==> config.mk <==
export PLATFORM = sky130hd
export DESIGN_NAME = xlat_lookup
export DESIGN_NICKNAME = d
export VERILOG_FILES = /design/src/rtl/xlat_lookup_pkg.sv /design/src/rtl/xlat_lookup_dp.sv /design/src/rtl/xlat_lookup_ctl.sv /design/src/rtl/xlat_lookup.sv
export SDC_FILE = /design/constraint.sdc
export NUM_CORES = 1
export LEC_CHECK = 0
export BUFFER_PORTS_ARGS = -buffer_cell sky130_fd_sc_hd__clkbuf_2
export CAP_MARGIN = 20
export CORE_MARGIN = 3
export CORE_UTILIZATION = 45
export DETAILED_ROUTE_END_ITERATION = 8
export GPL_TIMING_DRIVEN = 0
export SETUP_SLACK_MARGIN = 0.15
export SYNTH_ARGS = -nofsm -noshare
export SYNTH_HDL_FRONTEND = slang
export SYNTH_SLANG_ARGS = --single-unit
==> constraint.sdc <==
create_clock -name clk -period 4.8 [get_ports clk]
set_input_delay 0.72 -clock clk [delete_from_list [all_inputs] [get_ports clk]]
set_output_delay 0.72 -clock clk [all_outputs]
set_load 0.05 [all_outputs]
==> src/rtl/xlat_lookup_pkg.sv <==
package xlat_lookup_pkg;
  // Write strobes sent from the control module to the datapath
  typedef struct packed {
    logic wrEn;     // write an entry this cycle
    logic selMatch; // write into the slot already holding insAddr
    logic selFree;  // write into the lowest empty slot
    logic clrAll;   // drop every valid bit
  } tblCmd_t;
endpackage

==> src/rtl/xlat_lookup_dp.sv <==
module xlat_lookup_dp
  import xlat_lookup_pkg::*;
#(
  parameter int ENTRIES = 16,
  parameter int ADDR_W  = 32,
  localparam int IDX_W  = $clog2(ENTRIES)
) (
  input  logic              clk,
  input  logic              rst_n,
  input  tblCmd_t           cmd,
  input  logic [IDX_W-1:0]  victimIdx,
  input  logic [ADDR_W-1:0] fetchPc,
  input  logic [ADDR_W-1:0] insAddr,
  output logic              fetchMatch,
  output logic [IDX_W-1:0]  fetchIdx,
  output logic              insMatch,
  output logic              freeAny
);
  logic [ADDR_W-1:0] addrQ [ENTRIES];
  logic [ENTRIES-1:0] validQ;
  logic [ENTRIES-1:0] fetchVec, insVec;
  logic [IDX_W-1:0] insIdx, freeIdx, wrIdx;

  genvar g;
  generate
    for (g = 0; g < ENTRIES; g++) begin : g_cmp
      assign fetchVec[g] = validQ[g] && (addrQ[g] == fetchPc);
      assign insVec[g]   = validQ[g] && (addrQ[g] == insAddr);
    end
  endgenerate

  always_comb begin
    fetchIdx = '0;
    insIdx   = '0;
    freeIdx  = '0;
    freeAny  = 1'b0;
    for (int i = 0; i < ENTRIES; i++) begin
      if (fetchVec[i]) fetchIdx = IDX_W'(i);
      if (insVec[i])   insIdx   = IDX_W'(i);
    end
    for (int i = ENTRIES - 1; i >= 0; i--) begin
      if (!validQ[i]) begin
        freeIdx = IDX_W'(i);
        freeAny = 1'b1;
      end
    end
  end

  assign fetchMatch = |fetchVec;
  assign insMatch   = |insVec;
  assign wrIdx = cmd.selMatch ? insIdx : (cmd.selFree ? freeIdx : victimIdx);

  always_ff @(posedge clk or negedge rst_n) begin
    if (!rst_n) begin
      validQ <= '0;
    end else if (cmd.clrAll) begin
      validQ <= '0;
    end else if (cmd.wrEn) begin
      validQ[wrIdx] <= 1'b1;
    end
  end

  always_ff @(posedge clk) begin
    if (cmd.wrEn && !cmd.clrAll) addrQ[wrIdx] <= insAddr;
  end

  // an address is never held twice
  a_r4_unique_match: assert property (@(posedge clk) disable iff (!rst_n)
    $onehot0(fetchVec));
  // a clear leaves the table empty on the next cycle
  a_r8_flush_empties: assert property (@(posedge clk) disable iff (!rst_n)
    cmd.clrAll |=> (validQ == '0));
endmodule

==> src/rtl/xlat_lookup_ctl.sv <==
module xlat_lookup_ctl
  import xlat_lookup_pkg::*;
#(
  parameter int ENTRIES = 16,
  localparam int IDX_W  = $clog2(ENTRIES)
) (
  input  logic             clk,
  input  logic             rst_n,
  input  logic             fetchValid,
  input  logic             fetchMatch,
  input  logic             insValid,
  input  logic             insMatch,
  input  logic             freeAny,
  input  logic             flush,
  input  logic             fabricDone,
  output tblCmd_t          cmd,
  output logic [IDX_W-1:0] victimIdx,
  output logic             hitOut,
  output logic             fabricStart,
  output logic             stallOut
);
  logic busyQ;
  logic [IDX_W-1:0] rrQ;
  logic useVictim;

  always_comb begin
    cmd.clrAll   = flush;
    cmd.wrEn     = insValid && !flush;
    cmd.selMatch = insMatch;
    cmd.selFree  = !insMatch && freeAny;
  end

  assign useVictim   = cmd.wrEn && !insMatch && !freeAny;
  assign victimIdx   = rrQ;
  assign hitOut      = fetchValid && fetchMatch && !busyQ;
  assign fabricStart = hitOut;
  assign stallOut    = hitOut || busyQ;

  always_ff @(posedge clk or negedge rst_n) begin
    if (!rst_n) begin
      busyQ <= 1'b0;
      rrQ   <= '0;
    end else begin
      if (hitOut)                busyQ <= 1'b1;
      else if (busyQ && fabricDone) busyQ <= 1'b0;
      if (useVictim) rrQ <= (rrQ == IDX_W'(ENTRIES - 1)) ? '0 : rrQ + 1'b1;
    end
  end

  // stall holds while the fabric has not finished
  a_r6_stall_hold: assert property (@(posedge clk) disable iff (!rst_n)
    (stallOut && !fabricDone) |=> stallOut);
  // the start strobe never lasts two cycles
  a_r6_start_pulse: assert property (@(posedge clk) disable iff (!rst_n)
    fabricStart |=> !fabricStart);
  // no new start while the fabric runs
  a_r7_no_start_busy: assert property (@(posedge clk) disable iff (!rst_n)
    busyQ |-> !fabricStart);
  // the victim pointer moves only on a replacement
  a_r5_rr_steady: assert property (@(posedge clk) disable iff (!rst_n)
    !useVictim |=> $stable(rrQ));
endmodule

==> src/rtl/xlat_lookup.sv <==
module xlat_lookup
  import xlat_lookup_pkg::*;
#(
  parameter int ENTRIES = 16,
  parameter int ADDR_W  = 32,
  localparam int IDX_W  = $clog2(ENTRIES)
) (
  input  logic              clk,
  input  logic              rst_n,
  input  logic              fetchValid,
  input  logic [ADDR_W-1:0] fetchPc,
  input  logic              insValid,
  input  logic [ADDR_W-1:0] insAddr,
  input  logic              flush,
  input  logic              fabricDone,
  output logic              hitOut,
  output logic [IDX_W-1:0]  hitIdx,
  output logic              fabricStart,
  output logic              stallOut
);
  tblCmd_t cmd;
  logic [IDX_W-1:0] victimIdx;
  logic fetchMatch, insMatch, freeAny;

  xlat_lookup_dp #(.ENTRIES(ENTRIES), .ADDR_W(ADDR_W)) i_dp (
    .clk(clk), .rst_n(rst_n), .cmd(cmd), .victimIdx(victimIdx),
    .fetchPc(fetchPc), .insAddr(insAddr), .fetchMatch(fetchMatch),
    .fetchIdx(hitIdx), .insMatch(insMatch), .freeAny(freeAny)
  );

  xlat_lookup_ctl #(.ENTRIES(ENTRIES)) i_ctl (
    .clk(clk), .rst_n(rst_n), .fetchValid(fetchValid), .fetchMatch(fetchMatch),
    .insValid(insValid), .insMatch(insMatch), .freeAny(freeAny), .flush(flush),
    .fabricDone(fabricDone), .cmd(cmd), .victimIdx(victimIdx), .hitOut(hitOut),
    .fabricStart(fabricStart), .stallOut(stallOut)
  );
endmodule

# After elaboration in Yosys (flattened, before gate mapping)
# Memory sizes are Yosys's and may differ from the RTL's.
# Cells that the tools add are included.
totals:
  out_inout_bits: 7
  register_bits: 21
  mem_bits_rw: 512
  n_memories: 1
  word_cells: 164
classes:
  n_mux: 73
  n_bitwise: 1
  n_eq_ne: 33
  n_addsub: 1
  reduce_logical: 50
  order_cmp: 2
memory_table:
  columns: ["name", "depth", "width", "rd", "rd_clocked_by_memory_dff", "write_ports", "line", "source"]
  rows:
  - ["i_dp.addrQ", 16, 32, 16, 0, 1, "xlat_lookup_dp.sv:19", "logic [ADDR_W-1:0] addrQ [ENTRIES];"]
ops:
  columns: ["cell", "n"]
  rows:
  - ["$eq 32x32->1", 32]
  - ["$mux 4", 41]
  - ["$logic_and 1x1->1", 41]
  - ["$mux 16", 2]
  - ["$reduce_or 16->1", 2]
  - ["$mux 1", 23]
  - ["$or 16x16->16", 1]
  - ["$mux 3", 4]
  - ["$lt 4x5->1 const B", 1]
  - ["$add 4x1->4 const B", 1]
  - ["$demux 1 s4", 1]
  - ["$eq 4x4->1 const B", 1]
  - ["$ge 4x1->1 const B", 1]
  - ["$logic_not 1->1", 4]
  - ["$mux 2", 2]
  - ["$reduce_bool 2->1", 2]
  - ["$logic_or 1x1->1", 1]

# Longest topological paths before layout
# Gate-level depths: netlist of the first run.
logic_depth:
  depth_word: 26
  mapped_depth: 13

# Cells and area by module
# A second synthesis of the first run with hierarchy kept.
unflattened:
  hier_cells: 2400
  area_unflattened_um2: 30101.4
by_module_without_submodules:
  columns: ["mod", "instances", "seq_area_each_um2", "cells_per_inst", "area_each_um2"]
  rows:
  - ["xlat_lookup_dp", 1, 15775.1, 2376, 29812.3]
  - ["xlat_lookup_ctl", 1, 125.1, 24, 289.0]

# Least setup slack after synthesis of the first run
# Ideal clock, no wire load.
synth_path:
  path_kind: "input-to-reg"
  start: "in insAddr[13]"
  end: "mem i_dp.addrQ[11][0] (enable)"
  setup_slack_ps: -795
  arrival_ps: 5128
  required_ps: 4332
  stages: 10
  cell_sequence: "buf_2 -> xor2_1 -> nor4_1 -> nand4_1 -> or4_1 -> nand4_1 -> nor4_1 -> nor3_2 -> nand3b_1 -> nor3b_1"
synth_via:
  elab_chain_cells: 18
  elab_cells_between_ends: 52
  cone_classes: "eq/ne: 16; mux: 17; reduce/logical: 19"
synth_rtl:
  columns: ["element", "line", "source"]
  rows:
  - ["from (decl)", "xlat_lookup.sv:13", "input logic [ADDR_W-1:0] insAddr,"]
  - ["$eq 32x32->1", "xlat_lookup_dp.sv:28", "assign insVec[g] = validQ[g] && (addrQ[g] == insAddr);"]
  - ["$logic_and 1x1->1", "xlat_lookup_dp.sv:28", null]
  - ["$mux 1", "xlat_lookup_dp.sv:39", "if (insVec[i]) insIdx = IDX_W'(i);"]
  - ["$mux 2 (2 in series)", "xlat_lookup_dp.sv:39", null]
  - ["$mux 3 (4 in series)", "xlat_lookup_dp.sv:39", null]
  - ["$mux 4 (8 in series)", "xlat_lookup_dp.sv:39", null]
  - ["$mux 4 *", "xlat_lookup_dp.sv:51", "assign wrIdx = cmd.selMatch ? insIdx : (cmd.selFree ? freeIdx : victimIdx);"]
  - ["to (decl)", "xlat_lookup_dp.sv:19", null]
# Mark *: on every way between the ends. The rest lies on a longest branch, timed or not.

# Worst setup path after layout of the first run
layout_path:
  start: "in fetchPc[27]"
  end: "out hitIdx[0]"
layout_via:
  elab_chain_cells: 17
  elab_cells_between_ends: 45
  cone_classes: "eq/ne: 15; mux: 15; reduce/logical: 15"
layout_rtl:
  columns: ["element", "line", "source"]
  rows:
  - ["from (decl)", "xlat_lookup.sv:11", "input logic [ADDR_W-1:0] fetchPc,"]
  - ["$eq 32x32->1", "xlat_lookup_dp.sv:27", "assign fetchVec[g] = validQ[g] && (addrQ[g] == fetchPc);"]
  - ["$logic_and 1x1->1", "xlat_lookup_dp.sv:27", null]
  - ["$mux 1", "xlat_lookup_dp.sv:38", "if (fetchVec[i]) fetchIdx = IDX_W'(i);"]
  - ["$mux 4 (13 in series)", "xlat_lookup_dp.sv:38", null]
  - ["$mux 4 *", "xlat_lookup_dp.sv:38", null]
  - ["to (decl)", "xlat_lookup.sv:17", "output logic [IDX_W-1:0] hitIdx,"]
# Marks and branches as above.

==> flow_summary.yaml, run 1 <==
status:
  status: "finished, violations left"
  violations: "setup timing"
global_routing:
  grt_first_pass_wirelength_mm: 188
  use_met3_pct: 12.4
  use_met2_pct: 57.9
  grt_pass1_vias: 21797
  grt-busiest-layer: "met2"
  antenna_found_initial: 11
  grt_max_degree: 33
  grt_use_met1_pct: 53.9
  grt_overflow: 0
  grtUsageTotal_pct: 40.3
power_and_ir_drop:
  power.leakage_uw: 0.0110
  ir_drop_uv: 274
  swShare_pct: 27.7
  combPwrFrac_pct: 13.4
  internal_power_uw: 8030
  power.density_mw_per_mm2: 324
  pwr-share-clk_pct: 40.1
  power.switching_uw: 3080
  sequentialPowerShare_pct: 46.5
logic_synthesis:
  ys_async_sr_fraction_pct: 3.94
  synth_fp_nets: 2397
  synth_edf_count: 512
  synthFlopType: "edfxtp_1"
  yosysTopAreaCellShare_pct: 52.0
  yosys_warnings: 0
  yosys.area.top_type: "edfxtp_1"
  synth_cell_types: 65
  yosys-top-cells-area: "edfxtp_1, xnor2_1, xor2_1"
  synth-seq-cells: 533
  syn_inst: 2326
  seq_area_frac_synth_pct: 53.7
  syn_area_mm2: 0.0296
  synth_commonest_cells: "xnor2_1, edfxtp_1, xor2_1, nand4_1, nor4_1"
  yosysMostFrequentCell: "xnor2_1"
  syn_avg_cell_area_um2: 12.7
drt:
  post-route-drc-count: 0
  num_vias: 22855
  wl_per_cell_um: 41.9
  viasPerCell: 6.71
  drt_first_iter_violations: 4688
  antenna_left: 0
  first_pass_iters: 6
  drt_wl_total_mm: 143
worst_setup_path:
  cp_data_arrival_time_ns: 4.10
  cp-end-kind: "primary output"
  path_buf_inv: 3
  worst_path_max_delay_cell: "or4_1"
  worstPathRequired_ns: 4.08
  cp_slowest_stage_delay_ns: 0.65
  path_cells: "buf_4 > buf_8 > xor2_1 > nor4_2 > nand4_1 > or4_1 > a21boi_1 > o21ai_2 > a2bb2oi_1 > o21ai_2 > a311o_1 > clkbuf_4"
  start_kind: "primary input"
  crit_path_frequent_cell: "o21ai_2"
  cp_top_family: "compound AO/OA/AOI/OAI gates"
  critical_path_class: "in -> out"
  crit_fanout: 10
clock_network:
  clock-sinks: 533
  root_buffer: "clkbuf_16"
  cts_buffer_depth: 3
  cts_tree: "done"
  insertion_delay_ns: 0.64
  clkTransAtPathRegs_ns: 0.07
  ctsHoldBuffers: 0
  cts_max_level: 2
  cts_inserted_buffers: 60
floorplanning:
  start_util_pct: 45.7
  core_mm2: 0.0647
  die_y_um: 262
  die-area_mm2: 0.0689
  io_pins: 77
  row_count: 93
  fp.dieW_um: 262
placement:
  port_buffers: 43
  dp_slack_ns: -1.69
  dp_hpwl_mm: 87.3
  place_congestion: 0.993
timing:
  hold_violations: 0
  finalCritPeriodShare_pct: 100
  setup-violations-final: 1
  finClkSkew_ns: 0.0177
  rsz0062_at_grt: "true"
  worst_pin_slew_ns: 0.998
  period_needed_ns: 4.82
  worst_hold_slack_ns: 0.145
  setup_slack_ns: -0.0159
  max_freq_ghz: 0.208
  relSlewSlack_pct: 33.5
  slew_violations: 0
final_layout:
  syn_to_final_growth_pct: 16.0
  final_layout_size_suffix_gt1_share_pct: 14.5
  register_area_mm2: 0.0159
  multi_input_area_mm2: 0.0132
  fin_nets: 2564
  fillers: 5595
flow_run:
  cap_violations: 0
hold_path:
  hold_class: "in -> async"
## state kept, by name, summed over array words and instances (netlist names)
signal / count
i_ctl.busyQ: 1
i_ctl.victimIdx: 4
i_dp.addrQ: 512
i_dp.validQ: 16
## worst reg2reg max path, stage by stage (launching register included)
cell      delay, ns
edfxtp_1       0.46
xor2_1         0.23
nor4_1         0.34
nand4_1        0.19
or4_1          0.71
nand4_1        0.30
nor4_1         0.11
nor3_2         0.34
nand3b_1       0.15
buf_4          0.17
nor3b_4        0.27
buf_16         0.20
buf_8          0.22
## final cells by class
class | count | share of cell area (%)
flip-flops and latches | 533 | 46.3
multi-input cells | 1647 | 38.4
clock buffers | 77 | 4.62
plain buffers | 132 | 3.80
well taps | 855 | 3.12
repair buffers | 94 | 2.81
clock inverters | 30 | 0.620
inverters | 25 | 0.273
diodes | 11 | 0.0802
## final timing paths
kind	from	to	slack, ns	depth (start not counted)
max	fetchPc[27]	hitIdx[0]	-0.02	12
min	rst_n	i_dp.validQ[0]	0.15	1
max reg2reg	i_dp.addrQ[9][19]	i_dp.addrQ[11][2]	0.81	12
min reg2reg	i_ctl.busyQ	i_ctl.busyQ	0.50	1
max in group asynchronous	rst_n	i_dp.validQ[8]	4.17	1
min in group clk	fabricDone	i_ctl.busyQ	0.26	2
## layer usage
layer	vias up	wire length [um]
met5	-	0
met4	0	10100
met1	11373	51700
met2	2155	59300
met3	512	21400
li1	8815	-
## layout by cell type (no fill, tap or decap), types with 8 or more instances in the layout
cell type and count:
o22ai_1 16, buf_12 30, clkbuf_2 11, xor2_1 450, nor2_1 20, nand3_1 40
nand4b_1 10, buf_2 16, clkbuf_4 41, inv_1 25, clkinv_1 13, dfrtp_1 21
nor2_4 18, edfxtp_1 512, buf_6 46, nor4_1 165, nand4_1 172, clkinv_2 13
or4_1 13, diode_2 11, nor3_1 31, clkbuf_16 61, nand2_1 29, clkbuf_1 17
xnor2_1 567, buf_8 8, buf_4 70
## stage by stage
step           total power [uW]  util [%]  cells  instance area [um2]   TNS, ns
3_3_place_gp               6570      47.7   3224                30900  -1293.32
6_report                  11100      53.1   3404                34300   -0.0159
2_1_floorplan              5930         -   2326                29600         0
4_1_cts                   11000      52.7   3385                34100         0
3_5_place_dp               6580      48.1   3230                31100   -764.50
5_1_grt                   11300      53.0   3393                34300         0
## what timing repair did
action | in CTS | in global routing
buffers inserted | 37 | 8
endpoints found under the hold margin | 0 | 0
gates resized for setup | 178 | 46
cloned | 11 | 0
endpoints found under the setup margin | 532 | 501
pin swaps | 17 | 5
## power groups by stage
| stage | sequential [uW] | clock [uW] | combinational, uW |
|---|---|---|---|
| floorplan | 5250 | 0 | 673 |
| detailed placement | 5260 | 0 | 1320 |
| finish | 5160 | 4460 | 1490 |
| global placement | 5260 | 0 | 1310 |
| global route | 5160 | 4620 | 1480 |
| CTS | 5160 | 4450 | 1410 |
## kinds of logic (layout without fill, tap and decap cells)
family                     Yosys count  count (layout)  synth area share (%)
xor gates and xnor gates          1019            1019                  30.2
DFF                                533             533                  53.7
AOI/OAI and AO/OA                   72              72                  1.76
buffers and inverters              157             358                  3.15
other                                0              11                     0
muxes                                2               2                0.0719
and+or+nand+nor                    542             553                  11.0
adders and majority gates            1               1                0.0423
(Power assumes the default switching activity.)
==> run 2, diff against run 1 <==
PLACE_DENSITY = 0.69   (was not set)
==> run 2 against run 1 <==
- largest cell class unchanged
- total power about the same
- clock-buffer cell count down 3
- global-route usage down 0.69 points
- wire length down 1.2%
- die area unchanged
- the flow still finishes with violations (setup timing)
- critical endpoint is now i_dp.addrQ[15][8]
- highest routed layer unchanged
- final cell count up 0.32%
==> flow_summary.yaml, run 2 (synthesis results as in run 1) <==
status:
  status: "finished, violations left"
  violations: "setup timing"
worst_setup_path:
  cp_slowest_stage_delay_ns: 0.68
  start_kind: "primary input"
  reg2reg_from: "i_dp.addrQ[11][1]"
  path_buf_inv: 6
  cp-end-kind: "flop"
  path_cells: "buf_2 > buf_6 > buf_6 > xnor2_1 > nand4_1 > nor4_1 > nand4_1 > nand4_1 > nor2b_2 > nor3_2 > or3b_1 > buf_2 > nor3b_4 > buf_12 > buf_16"
  cp_top_family: "simple AND/OR/NAND/NOR gates"
  crit_fanout: 20
  worst_path_max_delay_cell: "buf_2"
  worst-r2r-cell-count: 9
  worstPathRequired_ns: 5.13
  cp_data_arrival_time_ns: 5.14
  critical_path_class: "in -> reg"
  ff2ff_setup_slack_ns: 0.81
  crit_path_frequent_cell: "nand4_1"
  timing.rr.end: "i_dp.addrQ[6][13]"
power_and_ir_drop:
  power.density_mw_per_mm2: 322
  ir_drop_uv: 271
  combPwrFrac_pct: 13.6
  swShare_pct: 27.6
  sequentialPowerShare_pct: 46.5
  pwr-share-clk_pct: 40.0
  power.leakage_uw: 0.0110
  power.switching_uw: 3070
  internal_power_uw: 8040
placement:
  dp_hpwl_mm: 86.3
  place_congestion: 1.02
  place_area_mm2: 0.0311
  dp_slack_ns: -1.91
  port_buffers: 43
drt:
  viasPerCell: 6.75
  post-route-drc-count: 0
  wl_per_cell_um: 41.2
  drt_first_iter_violations: 4372
  num_vias: 23039
  drt_wl_total_mm: 141
  first_pass_iters: 8
  antenna_left: 0
global_routing:
  grt_overflow: 0
  grt_pass1_vias: 21777
  grt_first_pass_wirelength_mm: 186
  grtUsageTotal_pct: 39.6
  antenna_found_initial: 7
  grt_max_degree: 33
timing:
  finClkSkew_ns: 0.0315
  slew_violations: 0
  relSlewSlack_pct: 35.8
  hold_violations: 0
  setup-violations-final: 18
  finalCritPeriodShare_pct: 100
  worst_pin_slew_ns: 0.963
  setup_slack_ns: -0.0105
  finalSetupTns_ns: -0.130
  max_freq_ghz: 0.208
  period_needed_ns: 4.81
  rsz0062_at_grt: "false"
clock_network:
  cts_inserted_buffers: 58
  cts_tree: "done"
  insertion_delay_ns: 0.65
  clock-sinks: 533
  cts_buffer_depth: 3
  root_buffer: "clkbuf_16"
  clkTransAtPathRegs_ns: 0.06
  cts_max_level: 2
final_layout:
  final_common_cell: "xnor2_1"
  max_flop_register: "i_dp.addrQ"
  fin_nets: 2574
  layout_common_cells: "xnor2_1, edfxtp_1, xor2_1, nand4_1, nor4_1"
  largest_reg_flops: 512
  final_layout_size_suffix_gt1_share_pct: 15.3
  syn_to_final_growth_pct: 16.6
  final_area_mm2: 0.0345
  fin_util_pct: 53.3
floorplanning:
  die-area_mm2: 0.0689
  core_mm2: 0.0647
  start_util_pct: 45.7
  row_count: 93
  fp.dieW_um: 262
  die_y_um: 262
  io_pins: 77
hold_path:
  hold_class: "in -> async"
flow_run:
  cap_violations: 0
[run 2: cell count changes in the layout (fill, tap and decap cells not counted), sizes merged]
| cell | previous run | this run |
|---|---|---|
| nor2 | 38 | 40 |
| clkinv | 27 | 26 |
| buf | 173 | 191 |
| clkinvlp | 0 | 5 |
| clkbuf | 130 | 119 |
| diode | 11 | 9 |
[run 2: worst max-delay path by stage]
stage	slack, ns	from	to	depth (start not counted)
2_1_floorplan	0.15	fetchPc[24]	hitOut	11
3_3_place_gp	-3.04	insAddr[17]	i_dp.addrQ[9][7]	12
3_5_place_dp	-1.91	insAddr[17]	i_dp.addrQ[11][18]	13
4_1_cts	0.16	fetchPc[26]	hitIdx[0]	12
5_1_grt	0.07	insAddr[6]	i_dp.addrQ[15][22]	15
6_report	-0.01	insAddr[9]	i_dp.addrQ[15][8]	15
[run 2: metrics by stage]
stage / hold WS, ns / total power [uW] / std cells
2_1_floorplan: 0.424 / 5930 / 2326
3_3_place_gp: 0.474 / 6560 / 3224
3_5_place_dp: 0.495 / 6570 / 3227
4_1_cts: 0.141 / 11000 / 3405
5_1_grt: 0.167 / 11200 / 3406
6_report: 0.159 / 11100 / 3415
[run 2: power groups by stage]
stage	Clock (uW)	Combinational (uW)	Sequential (uW)
floorplan	0	673	5250
global placement	0	1300	5260
detailed placement	0	1310	5260
CTS	4400	1420	5160
global route	4600	1490	5160
finish	4440	1510	5160
[run 2: layout make-up]
cell class	count	area [um2]
Timing Repair Buffer	104	1040
Clock inverter	34	244
Antenna cell	9	22.5
Buffer	132	1320
Multi-Input combinational cell	1649	13200
Sequential cell	533	15900
Fill cell	5545	30200
Clock buffer	74	1580
Tap cell	855	1070
Inverter	25	93.8
[run 2: repair_timing]
action / CTS / global route
hold buffers: 0 / 0
buffers inserted: 57 / 1
pin swaps: 26 / 3
gates resized for setup: 203 / 41
cloned: 13 / 0
endpoints found under the setup margin: 535 / 511
[run 2: layer usage]
metal / global-route usage [%] / wire length (um) / share of wire [%] / vias up
met5: 0 / 0 / 0 / -
met4: 25.0 / 11600 / 8.2 / 0
met1: 51.4 / 49700 / 35 / 11424
met2: 57.2 / 58200 / 41 / 2218
li1: - / - / - / 8829
met3: 12.9 / 21300 / 15 / 568
[run 2: worst reg2reg max path: stages (launching register included)]
cell       delay [ns]
edfxtp_1         0.42
xor2_1           0.19
nor4_1           0.46
nand4_1          0.23
or4_1            0.68
nand2_1          0.15
a311oi_1         0.08
o31ai_1          0.51
a2bb2oi_4        0.36
nor2_4           0.54
